==> config.mk <==
export PLATFORM = sky130hd
export DESIGN_NAME = flag_branch_unit
export DESIGN_NICKNAME = d
export VERILOG_FILES = /design/src/rtl/fbr_pkg.sv /design/src/rtl/fbr_flag_gen.sv /design/src/rtl/fbr_cond_eval.sv /design/src/rtl/fbr_target_gen.sv /design/src/rtl/flag_branch_unit.sv
export SDC_FILE = /design/constraint.sdc
export NUM_CORES = 1
export LEC_CHECK = 0
export CAP_MARGIN = 20
export CORE_AREA = 2 2 142 144
export CTS_CLUSTER_SIZE = 16
export DETAILED_ROUTE_END_ITERATION = 8
export DIE_AREA = 0 0 144 146
export DONT_BUFFER_PORTS = 1
export GPL_ROUTABILITY_DRIVEN = 0
export PLACE_DENSITY_LB_ADDON = 0.08
export SYNTH_ARGS = -nofsm -noshare
export SYNTH_HDL_FRONTEND = slang
export SYNTH_SLANG_ARGS = --single-unit
export TNS_END_PERCENT = 1
==> constraint.sdc <==
create_clock -name clk -period 5.1 [get_ports clk]
set_clock_uncertainty 0.2 [all_clocks]
set_input_delay 0.255 -clock clk [delete_from_list [all_inputs] [get_ports clk]]
set_output_delay 0.255 -clock clk [all_outputs]
set_load 0.005 [all_outputs]
==> src/rtl/fbr_pkg.sv <==
// Shared types for the flag and branch resolver.
// Assumes a single-issue core that presents one operation and one branch per cycle.
package fbr_pkg;

    typedef enum logic [1:0] {
        OP_ADD  = 2'd0,
        OP_SUB  = 2'd1,
        OP_AND  = 2'd2,
        OP_PASS = 2'd3
    } alu_op_e;

    typedef enum logic [2:0] {
        BK_NONE   = 3'd0,
        BK_JUMP   = 3'd1,
        BK_COND   = 3'd2,
        BK_ZERO   = 3'd3,
        BK_NZERO  = 3'd4
    } br_kind_e;

    typedef enum logic [3:0] {
        CC_EQ = 4'd0,
        CC_NE = 4'd1,
        CC_HS = 4'd2,
        CC_LO = 4'd3,
        CC_HI = 4'd4,
        CC_LS = 4'd5,
        CC_GE = 4'd6,
        CC_LT = 4'd7,
        CC_GT = 4'd8,
        CC_LE = 4'd9
    } cond_e;

    typedef struct packed {
        logic n;
        logic z;
        logic c;
        logic v;
    } flags_t;

endpackage

==> src/rtl/fbr_flag_gen.sv <==
// Computes candidate status bits for an add, subtract or AND of two operands.
// Assumes subtract is done as a + ~b + 1 so that carry means "no borrow".
// Purely combinational; the caller decides whether to store the result.
module fbr_flag_gen
    import fbr_pkg::*;
#(
    parameter int XLEN = 64
) (
    input  alu_op_e           op,
    input  logic [XLEN-1:0]   a,
    input  logic [XLEN-1:0]   b,
    output flags_t            nxt,
    output logic              can_set
);
    localparam int MSB = XLEN - 1;

    logic [XLEN-1:0] b_eff;
    logic [XLEN:0]   sum_w;
    logic [XLEN-1:0] res;

    // Form the adder input, run the adder, and derive the four bits.
    always_comb begin
        b_eff = (op == OP_SUB) ? ~b : b;
        sum_w = {1'b0, a} + {1'b0, b_eff} + {{XLEN{1'b0}}, (op == OP_SUB)};
        if (op == OP_AND) begin
            res   = a & b;
            nxt.c = 1'b0;
            nxt.v = 1'b0;
        end else begin
            res   = sum_w[MSB:0];
            nxt.c = sum_w[XLEN];
            nxt.v = (a[MSB] == b_eff[MSB]) && (res[MSB] != a[MSB]);
        end
        nxt.n = res[MSB];
        nxt.z = (res == '0);
    end

    // Only the three arithmetic/logic kinds are allowed to write flags.
    assign can_set = (op != OP_PASS);

    // a zero result can never look negative.
    always_comb begin
        a_r2_zero_not_negative: assert (!(nxt.z && nxt.n));
    end

endmodule

==> src/rtl/fbr_cond_eval.sv <==
// Evaluates a condition code against stored status bits.
// Assumes codes above the last defined one mean "never".
module fbr_cond_eval
    import fbr_pkg::*;
(
    input  flags_t     f,
    input  logic [3:0] code,
    output logic       hit
);
    logic lt_s, le_s, hi_u;

    // Build the shared signed/unsigned terms, then select by code.
    always_comb begin
        lt_s = f.n ^ f.v;
        le_s = f.z | lt_s;
        hi_u = f.c & ~f.z;
        unique case (code)
            CC_EQ:   hit = f.z;
            CC_NE:   hit = ~f.z;
            CC_HS:   hit = f.c;
            CC_LO:   hit = ~f.c;
            CC_HI:   hit = hi_u;
            CC_LS:   hit = ~hi_u;
            CC_GE:   hit = ~lt_s;
            CC_LT:   hit = lt_s;
            CC_GT:   hit = ~le_s;
            CC_LE:   hit = le_s;
            default: hit = 1'b0;
        endcase
    end

endmodule

==> src/rtl/fbr_target_gen.sv <==
// Adds a sign-extended, word-scaled offset to the branch's own address.
// Assumes instructions are 32 bits wide, hence a shift of two.
module fbr_target_gen #(
    parameter int XLEN     = 64,
    parameter int LONG_W   = 26,
    parameter int SHORT_W  = 19,
    parameter int WORD_SH  = 2
) (
    input  logic [XLEN-1:0]   pc,
    input  logic [LONG_W-1:0] off,
    input  logic              use_long,
    output logic [XLEN-1:0]   tgt
);
    logic [XLEN-1:0] ext;

    // Pick the offset width, extend its sign, scale and add.
    always_comb begin
        if (use_long)
            ext = {{(XLEN-LONG_W){off[LONG_W-1]}}, off};
        else
            ext = {{(XLEN-SHORT_W){off[SHORT_W-1]}}, off[SHORT_W-1:0]};
        tgt = pc + (ext << WORD_SH);
    end

endmodule

==> src/rtl/flag_branch_unit.sv <==
// Status-bit register plus branch decision and target generation.
// Assumes branch decisions use the flags stored before the current edge;
// a flag-setting operation in the same cycle affects only later branches.
module flag_branch_unit
    import fbr_pkg::*;
#(
    parameter int XLEN    = 64,
    parameter int LONG_W  = 26,
    parameter int SHORT_W = 19
) (
    input  logic              clk,
    input  logic              rst_n,
    input  logic [1:0]        op_sel,
    input  logic              set_flags,
    input  logic [XLEN-1:0]   opnd_a,
    input  logic [XLEN-1:0]   opnd_b,
    input  logic [2:0]        br_kind,
    input  logic [3:0]        cond_code,
    input  logic [XLEN-1:0]   test_val,
    input  logic [XLEN-1:0]   pc,
    input  logic [LONG_W-1:0] br_off,
    output logic [3:0]        flags_q,
    output logic              br_taken,
    output logic [XLEN-1:0]   br_target
);
    flags_t          flags_r;
    flags_t          flags_nxt;
    logic            op_can_set;
    logic            cond_hit;
    logic [XLEN-1:0] raw_target;
    br_kind_e        kind;

    assign kind = br_kind_e'(br_kind);

    fbr_flag_gen #(.XLEN(XLEN)) u_flag_gen (
        .op      (alu_op_e'(op_sel)),
        .a       (opnd_a),
        .b       (opnd_b),
        .nxt     (flags_nxt),
        .can_set (op_can_set)
    );

    fbr_cond_eval u_cond_eval (
        .f    (flags_r),
        .code (cond_code),
        .hit  (cond_hit)
    );

    fbr_target_gen #(
        .XLEN(XLEN), .LONG_W(LONG_W), .SHORT_W(SHORT_W), .WORD_SH(2)
    ) u_target_gen (
        .pc       (pc),
        .off      (br_off),
        .use_long (kind == BK_JUMP),
        .tgt      (raw_target)
    );

    // Store new status bits only for flag-setting add/subtract/AND.
    always_ff @(posedge clk) begin
        if (!rst_n)
            flags_r <= '0;
        else if (set_flags && op_can_set)
            flags_r <= flags_nxt;
    end

    assign flags_q = flags_r;

    // Decide taken by branch kind; zero/nonzero tests never look at flags.
    always_comb begin
        unique case (kind)
            BK_JUMP:  br_taken = 1'b1;
            BK_COND:  br_taken = cond_hit;
            BK_ZERO:  br_taken = (test_val == '0);
            BK_NZERO: br_taken = (test_val != '0);
            default:  br_taken = 1'b0;
        endcase
    end

    // Present the destination only for a taken branch.
    assign br_target = br_taken ? raw_target : '0;

    // reset clears the stored bits.
    a_r1_reset_clear: assert property (@(posedge clk)
        !rst_n |=> (flags_q == 4'b0000));

    // no flag-setting add/sub/AND means the stored bits hold.
    a_r6_flags_hold: assert property (@(posedge clk) disable iff (!rst_n)
        (!set_flags || op_sel == 2'd3) |=> $stable(flags_q));

    // a zero register under a zero test is always taken.
    a_r9_zero_taken: assert property (@(posedge clk) disable iff (!rst_n)
        (br_kind == 3'd3 && test_val == '0) |-> br_taken);

    // the unconditional kind is always taken.
    a_r10_jump_taken: assert property (@(posedge clk) disable iff (!rst_n)
        (br_kind == 3'd1) |-> br_taken);

    // a branch that is not taken leaves the target at zero.
    a_r12_idle_target: assert property (@(posedge clk) disable iff (!rst_n)
        !br_taken |-> (br_target == '0));

endmodule

# Word-level counts from Yosys, hierarchy flattened

Cells that the tools add are included.

Output and inout bits: 69
Flip-flop bits (word level): 4
Word-level logic and storage cells: 48

Bitwise gates (word level): 10
Add/subtract/negate cells: 3
Muxes and demuxes: 7
Reduce and logical (&&, ||, !) cells: 6
Equality and inequality tests: 18

Operators with widths:

| kind               | number |
|---|---|
| $mux 64            | 3 |
| $logic_not 64->1   | 2 |
| $add 64x64->65     | 1 |
| $add 65x1->65      | 1 |
| $add 64x64->64     | 1 |
| $and 64x64->64     | 1 |
| $not 64->64        | 1 |
| $reduce_bool 64->1 | 1 |
| $mux 62            | 1 |
| $eq 4x3->1 const B | 4 |
| $pmux 1 s10        | 1 |
| $eq 4x2->1 const B | 2 |
| $eq 4x4->1 const B | 2 |
| $eq 3x2->1 const B | 2 |
| $not 1->1          | 5 |
| $eq 4x1->1 const B | 1 |
| $logic_not 4->1    | 1 |
| $pmux 1 s4         | 1 |
| $eq 3x1->1 const B | 1 |
| $eq 3x3->1 const B | 1 |
| $eq 2x1->1 const B | 1 |
| $eq 2x2->1 const B | 1 |
| $logic_and 1x1->1  | 2 |
| $mux 2             | 1 |
| 6 further kinds    | 6 |

# Depth between registers and ports, before layout

Depth in word-level cells: 7
Gate-level depth with buffers: 18
Gate-level depth less buffers: 17

# Modules after synthesis

From an unflattened synthesis, not the netlist that was laid out.

Cells, all modules: 1623
Area, all modules: 10855.4 µm²

Modules (own cells, without submodules):

| module           | cells an instance | seq. area each (µm²) | area an instance (µm²) | instances |
|---|---|---|---|---|
| fbr_flag_gen     | 762               | 0.0                  | 5198.7                 | 1 |
| fbr_target_gen   | 588               | 0.0                  | 3908.7                 | 1 |
| flag_branch_unit | 259               | 80.1                 | 1634.1                 | 1 |
| fbr_cond_eval    | 14                | 0.0                  | 113.9                  | 1 |

# Worst setup path after synthesis

Ideal clock, no wire load.

Kind: input to output
Start point: input port br_kind[2]
End point: output port br_target[61]
Data required time: 4.645 ns
Path slack: 0.309 ns
Stages: 17
Arrival: 4.336 ns
Path buffers: 1
Cell sequence: nand2b_1 > o21ai_1 > a21boi_0 > inv_1 > ha_1 > clkbuf_1 > nand4_1 > nor3_1 > nand2_1 > o211a_1 > a2111oi_2 > nor3_1 > nor4_2 > o311ai_1 > a211oi_1 > nor3_1 > nor3_1

Longest elaborated chain between the ends: 4

Ends and longest elaborated chain:

| what           | line                                           | source |
|---|---|---|
| from (decl)    | flag_branch_unit.sv:17                         | `input logic [2:0] br_kind,` |
| $eq 3x1->1     | flag_branch_unit.sv:54, flag_branch_unit.sv:70 |  |
| $mux 62        | fbr_target_gen.sv:18                           | `if (use_long)` |
| $add 64x64->64 | fbr_target_gen.sv:22                           | `tgt = pc + (ext << WORD_SH);` |
| $mux 64 *      | flag_branch_unit.sv:80                         | `assign br_target = br_taken ? raw_target : '0;` |
| to (decl)      | flag_branch_unit.sv:24                         | `output logic [XLEN-1:0] br_target` |

Every way passes the cells marked *; elsewhere a longest branch is shown, timed or not.

# Worst setup path in the final report

Start point: input port op_sel[0]
End point: register flags_r, in the netlist flags_q[2]

Longest elaborated chain between the ends: 6

Ends and longest elaborated chain:

| what                 | line                                   | source |
|---|---|---|
| from (decl)          | flag_branch_unit.sv:13                 | `input logic [1:0] op_sel,` |
| $eq 2x1->1           | fbr_flag_gen.sv:23, fbr_flag_gen.sv:24 |  |
| $mux 64              | fbr_flag_gen.sv:23                     | `b_eff = (op == OP_SUB) ? ~b : b;` |
| $add 64x64->65       | fbr_flag_gen.sv:24                     | `sum_w = {1'b0, a} + {1'b0, b_eff} + {{XLEN{1'b0}}, (op == OP_SUB)};` |
| $add 65x1->65        | fbr_flag_gen.sv:24                     |  |
| $mux 64              | fbr_flag_gen.sv:25                     | `if (op == OP_AND) begin` |
| $logic_not 64->1     | fbr_flag_gen.sv:35                     | `nxt.z = (res == '0);` |
| to (signal assigned) | flag_branch_unit.sv:63                 | `flags_r <= flags_nxt;` |
| to (decl)            | flag_branch_unit.sv:26                 | `flags_t flags_r;` |

Several ways; a longest one is shown, not always the timed one.
A chain may end at the register's enable or synchronous reset.

==> out/summary.md <==
The flow ran to the end, and the final reports show no timing, DRC or antenna violations. The residual overflow from global routing is 0. Buffer type at the clock tree root: sky130_fd_sc_hd__clkbuf_16. After detailed routing, the average wire length per cell comes to 22.19 um. Row generation in the floorplan step produced 51 rows. Summed over all nets, the half-perimeter wirelength after detailed placement is 31,630 um. The minimum period implied by the final worst setup slack is 4.740 ns, and the detailed-route via count is 11,240. The via count of the first global-routing pass was 10,470. The synthesized netlist net count is 1,856.

Async set or reset register ratio after synthesis: 0%. The logs give 0.8315% for the sequential area share after synthesis and 2 for the maximum root-to-sink buffer count. For this configuration, the core starts out at a cell density of 49.81%. The run gives 0 as the hold violation total from the final report.

The die height works out to 146 um. The worst hold path belongs to the class input port to register. Measured along the x axis, the die boundary spans 144 um.

The synthesized netlist cell count is 1,430, and the area share of and/or/nand/nor cells after synthesis is 26.79%. The slew at the pin with the worst max-slew slack was 0.7492 ns. The run gives 1,997 as the filler cell count in the final layout.

For the number of antenna violations at the first check in global routing, the log shows 0. The tools report the post-place setup slack as 0.2963 ns. Measured against its own limit, the worst slew margin works out to 48.76%. During synthesis, Yosys emitted a total of 0 warnings. The final period utilization is 92.93%, and the number of synthesized flops with an enable pin is 0. In this run, placement finished with an instance count of 1,662.

Clock latency at the later pin of the worst-skew pair: 0.23 ns. The critical path is of the input port to register type. Global routing used 32.89% of the available tracks. Counting flops and latches in the post-synthesis netlist gives 4. Averaged over all synthesized cells, the footprint is 6.735 um^2. The tool flagged a number of max-cap violations equal to 0. Dominant cell type by area after synthesis: sky130_fd_sc_hd__ha_1. Non-filler instance count after layout: 1,666.

For the final worst setup slack, the log shows 0.3604 ns. The mapped netlist covers 9630 um^2. Number of I/O port buffers: 0. Final wirelength: 36,980 um. The synthesized netlist devotes 17.31% of its cell area to adder and majority cells. TritonCTS built the clock tree.

After clock tree synthesis, the clock-pin slew on the worst setup and hold paths is 0.03 ns. Setup violations remaining at the end of the flow were counted as 0. The synthesized netlist devotes 37.05% of its cell area to compound gates.

The area share of the leading cell type in the synthesized netlist was 16.89%. In this run, the number of DRC markers left after iteration 0 of detailed routing was 974. By area the synthesized netlist is led by sky130_fd_sc_hd__ha_1 (17%), sky130_fd_sc_hd__xnor2_1 (8.9%), sky130_fd_sc_hd__a21oi_1 (7.7%), sky130_fd_sc_hd__a21o_1 (5.1%), sky130_fd_sc_hd__nand2_1 (5.0%). Timing would allow up to 211.0 MHz.

The post-route netlist has 4.069% of its cells at a drive strength greater than 1. The tools report the worst IR drop on VDD as 0.09748 mV. In this run, distinct cell masters in the synthesized netlist total 81. The startpoint type of the worst setup path is an input port. The repair_antennas step left the layout with diodes totalling 0. Adding up every negative setup slack in the final design gives 0 ns.

Buffers added to address setup during post-CTS repair amount to 0. The logs give 5 for the number of detailed-routing iterations run before antenna repair and 21,020 um^2 for the area enclosed by the die boundary. Entering global routing, the biggest net connects 65 pins. The register with the most flip-flops in the layout has 4 of them. The average vias per placed instance was 6.744.

After detailed routing, the number of remaining DRC violations is 0. STA classifies the critical path endpoint as a register. At the worst endpoint, the arrival time is 4.70 ns. Power spread over the standard cell area amounts to 179.7 nW/um^2.

Setup repair after global routing left no endpoint under its margin. Once detail routing completed, the nets flagged for antenna violations numbered 0. For this design, the sink count on the clock tree is 4. The max-slew violation total from the final report is 0, and the count of H-tree levels built during CTS is 1. The first global-routing pass estimated 55,520 um of wire. By area, the combinational part of the netlist is dominated by compound AO/OA/AOI/OAI gates.

Compared with the post-synthesis result, the final layout area differs by 4.054%. The most used flip-flop cell after synthesis is sky130_fd_sc_hd__dfxtp_1. In the final design database the tool counted 1,829 nets. Summed over all cells, the static leakage comes to 4.172 nW. Along the worst path, the maximum fanout reaches 26. The xor-xnor portion of the synthesized cell area is 13.37%, and the standard cell core area is 19,330 um^2.

At the worst endpoint, the required time is 5.07 ns. The multiplexer area fraction after synthesis is 0.7405%. The number of top-level pins is 363. The number of CTS-inserted buffers came out at 3.
==> per-stage QoR <==
step                      hold WS [ns]  total power, mW  util, %  cell area (um^2)
final                           0.1410            1.801    51.83             10020
after detailed placement        0.1822            1.628    51.39              9936
after global placement          0.1795            1.632    51.39              9936
after CTS                       0.1367            1.767    51.83             10020
after global routing            0.1384            1.963    51.83             10020
after floorplan                 0.1725            1.267        -              9630
==> cells in the mapped netlist, types with 5 or more instances <==
| master | n |
|---|---|
| sky130_fd_sc_hd__a221oi_1 | 12 |
| sky130_fd_sc_hd__clkbuf_1 | 45 |
| sky130_fd_sc_hd__a31oi_1 | 17 |
| sky130_fd_sc_hd__a22o_1 | 8 |
| sky130_fd_sc_hd__or3_1 | 11 |
| sky130_fd_sc_hd__xnor2_1 | 98 |
| sky130_fd_sc_hd__o21bai_1 | 25 |
| sky130_fd_sc_hd__a211oi_1 | 15 |
| sky130_fd_sc_hd__and2_1 | 10 |
| sky130_fd_sc_hd__nand2_1 | 129 |
| sky130_fd_sc_hd__a22oi_1 | 14 |
| sky130_fd_sc_hd__xor2_1 | 49 |
| sky130_fd_sc_hd__nand2b_1 | 15 |
| sky130_fd_sc_hd__nor3b_1 | 7 |
| sky130_fd_sc_hd__o21ai_1 | 6 |
| sky130_fd_sc_hd__nor4_1 | 23 |
| sky130_fd_sc_hd__a41oi_1 | 8 |
| sky130_fd_sc_hd__and3_1 | 17 |
| sky130_fd_sc_hd__mux2i_1 | 6 |
| sky130_fd_sc_hd__a21oi_1 | 149 |
| sky130_fd_sc_hd__o21a_1 | 20 |
| sky130_fd_sc_hd__nor2_1 | 123 |
| sky130_fd_sc_hd__nor2b_1 | 24 |
| sky130_fd_sc_hd__ha_1 | 130 |
| sky130_fd_sc_hd__nand3_1 | 36 |
| sky130_fd_sc_hd__a21o_1 | 66 |
| sky130_fd_sc_hd__nand3b_1 | 5 |
| sky130_fd_sc_hd__nor3_1 | 43 |
| sky130_fd_sc_hd__o211ai_1 | 10 |
| sky130_fd_sc_hd__buf_1 | 11 |
| sky130_fd_sc_hd__o22ai_1 | 7 |
| sky130_fd_sc_hd__inv_1 | 43 |
| sky130_fd_sc_hd__nand4_1 | 45 |
| sky130_fd_sc_hd__a2111oi_0 | 8 |
| sky130_fd_sc_hd__a2111o_1 | 5 |
| sky130_fd_sc_hd__o21ai_0 | 83 |
| sky130_fd_sc_hd__o31ai_1 | 9 |
| sky130_fd_sc_hd__a221o_1 | 6 |
| sky130_fd_sc_hd__a211o_1 | 5 |
==> repair_timing <==
item | in CTS | in global routing
gates resized for setup | 0 | 1
endpoints found under the hold margin | 4 | 0
hold buffers | 1 | 0
setup endpoints to repair | 0 | 1
==> routing by layer <==
layer	GRT usage, %	part of all wire, %	vias up	wire (um)
met5	0	0	-	0
met1	42.14	41	5172	15170
met2	55.31	46	603	16980
met4	9.167	3.0	0	1093
li1	-	-	5381	-
met3	7.009	10	79	3734
==> kinds of logic (layout without fill, tap and decap cells) <==
family | after synthesis | count (layout)
multiplexers | 7 | 7
buffers and inverters | 100 | 71
XOR/XNOR | 147 | 147
flip-flops | 4 | 4
AND/OR/NAND/NOR | 516 | 516
adder cells (fa/ha/maj) | 132 | 132
AO/OA/AOI/OAI | 524 | 524
==> path summary, 6_finish.rpt <==
kind / startpoint / to / slack [ns] / cells past startpoint
worst max-delay path: op_sel[0] / flags_q[2]$_SDFFE_PN0P_ / 0.36 / 16
worst min-delay path: opnd_a[63] / flags_q[3]$_SDFFE_PN0P_ / 0.14 / 3
worst max register to register: flags_q[1]$_SDFFE_PN0P_ / flags_q[1]$_SDFFE_PN0P_ / 4.08 / 2
worst min register to register: flags_q[2]$_SDFFE_PN0P_ / flags_q[2]$_SDFFE_PN0P_ / 0.41 / 2
==> cell type report <==
cell class	instances	area, um^2	area share, %
multi-input cells	1326	9183	91.63
well taps	265	331.6	3.309
repair buffers	25	190.2	1.898
inverters	43	161.4	1.611
flip-flops and latches	4	80.08	0.7991
clock buffers	3	75.07	0.7492
==> worst max-delay path: stages <==
cell and delay [ns]:
sky130_fd_sc_hd__or2b_4 0.49, sky130_fd_sc_hd__buf_4 0.37, sky130_fd_sc_hd__xnor2_1 0.18, sky130_fd_sc_hd__ha_1 0.35, sky130_fd_sc_hd__a21oi_1 0.27, sky130_fd_sc_hd__o21ai_0 0.13, sky130_fd_sc_hd__a21oi_1 0.32, sky130_fd_sc_hd__o21ai_0 0.18
sky130_fd_sc_hd__nor3_1 0.54, sky130_fd_sc_hd__o21ai_0 0.24, sky130_fd_sc_hd__xnor2_1 0.18, sky130_fd_sc_hd__nand2_1 0.09, sky130_fd_sc_hd__o41a_1 0.31, sky130_fd_sc_hd__a2111oi_0 0.50, sky130_fd_sc_hd__nand4_1 0.16, sky130_fd_sc_hd__o21ai_1 0.14
==> placed cells by master, fill, tap and decap left out, types with 24 or more instances in the layout <==
| master | count |
|---|---|
| sky130_fd_sc_hd__ha_1 | 130 |
| sky130_fd_sc_hd__buf_4 | 24 |
| sky130_fd_sc_hd__nand2_1 | 129 |
| sky130_fd_sc_hd__inv_1 | 42 |
| sky130_fd_sc_hd__xor2_1 | 49 |
| sky130_fd_sc_hd__nand4_1 | 45 |
| sky130_fd_sc_hd__xnor2_1 | 98 |
| sky130_fd_sc_hd__o21bai_1 | 25 |
| sky130_fd_sc_hd__nor2_1 | 123 |
| sky130_fd_sc_hd__nor2b_1 | 24 |
| sky130_fd_sc_hd__nand3_1 | 36 |
| sky130_fd_sc_hd__a21o_1 | 66 |
| sky130_fd_sc_hd__a21oi_1 | 149 |
| sky130_fd_sc_hd__nor3_1 | 43 |
| sky130_fd_sc_hd__o21ai_0 | 83 |
==> where the power goes <==
group	leakage, nW	internal, mW	switching (mW)
Clock	0.0370	0.101	0.0266
Sequential	0.0325	0.0333	0.00268
Combinational	4.10	0.638	0.999
Total	4.17	0.772	1.03
Power figures use the tool's default switching activity.
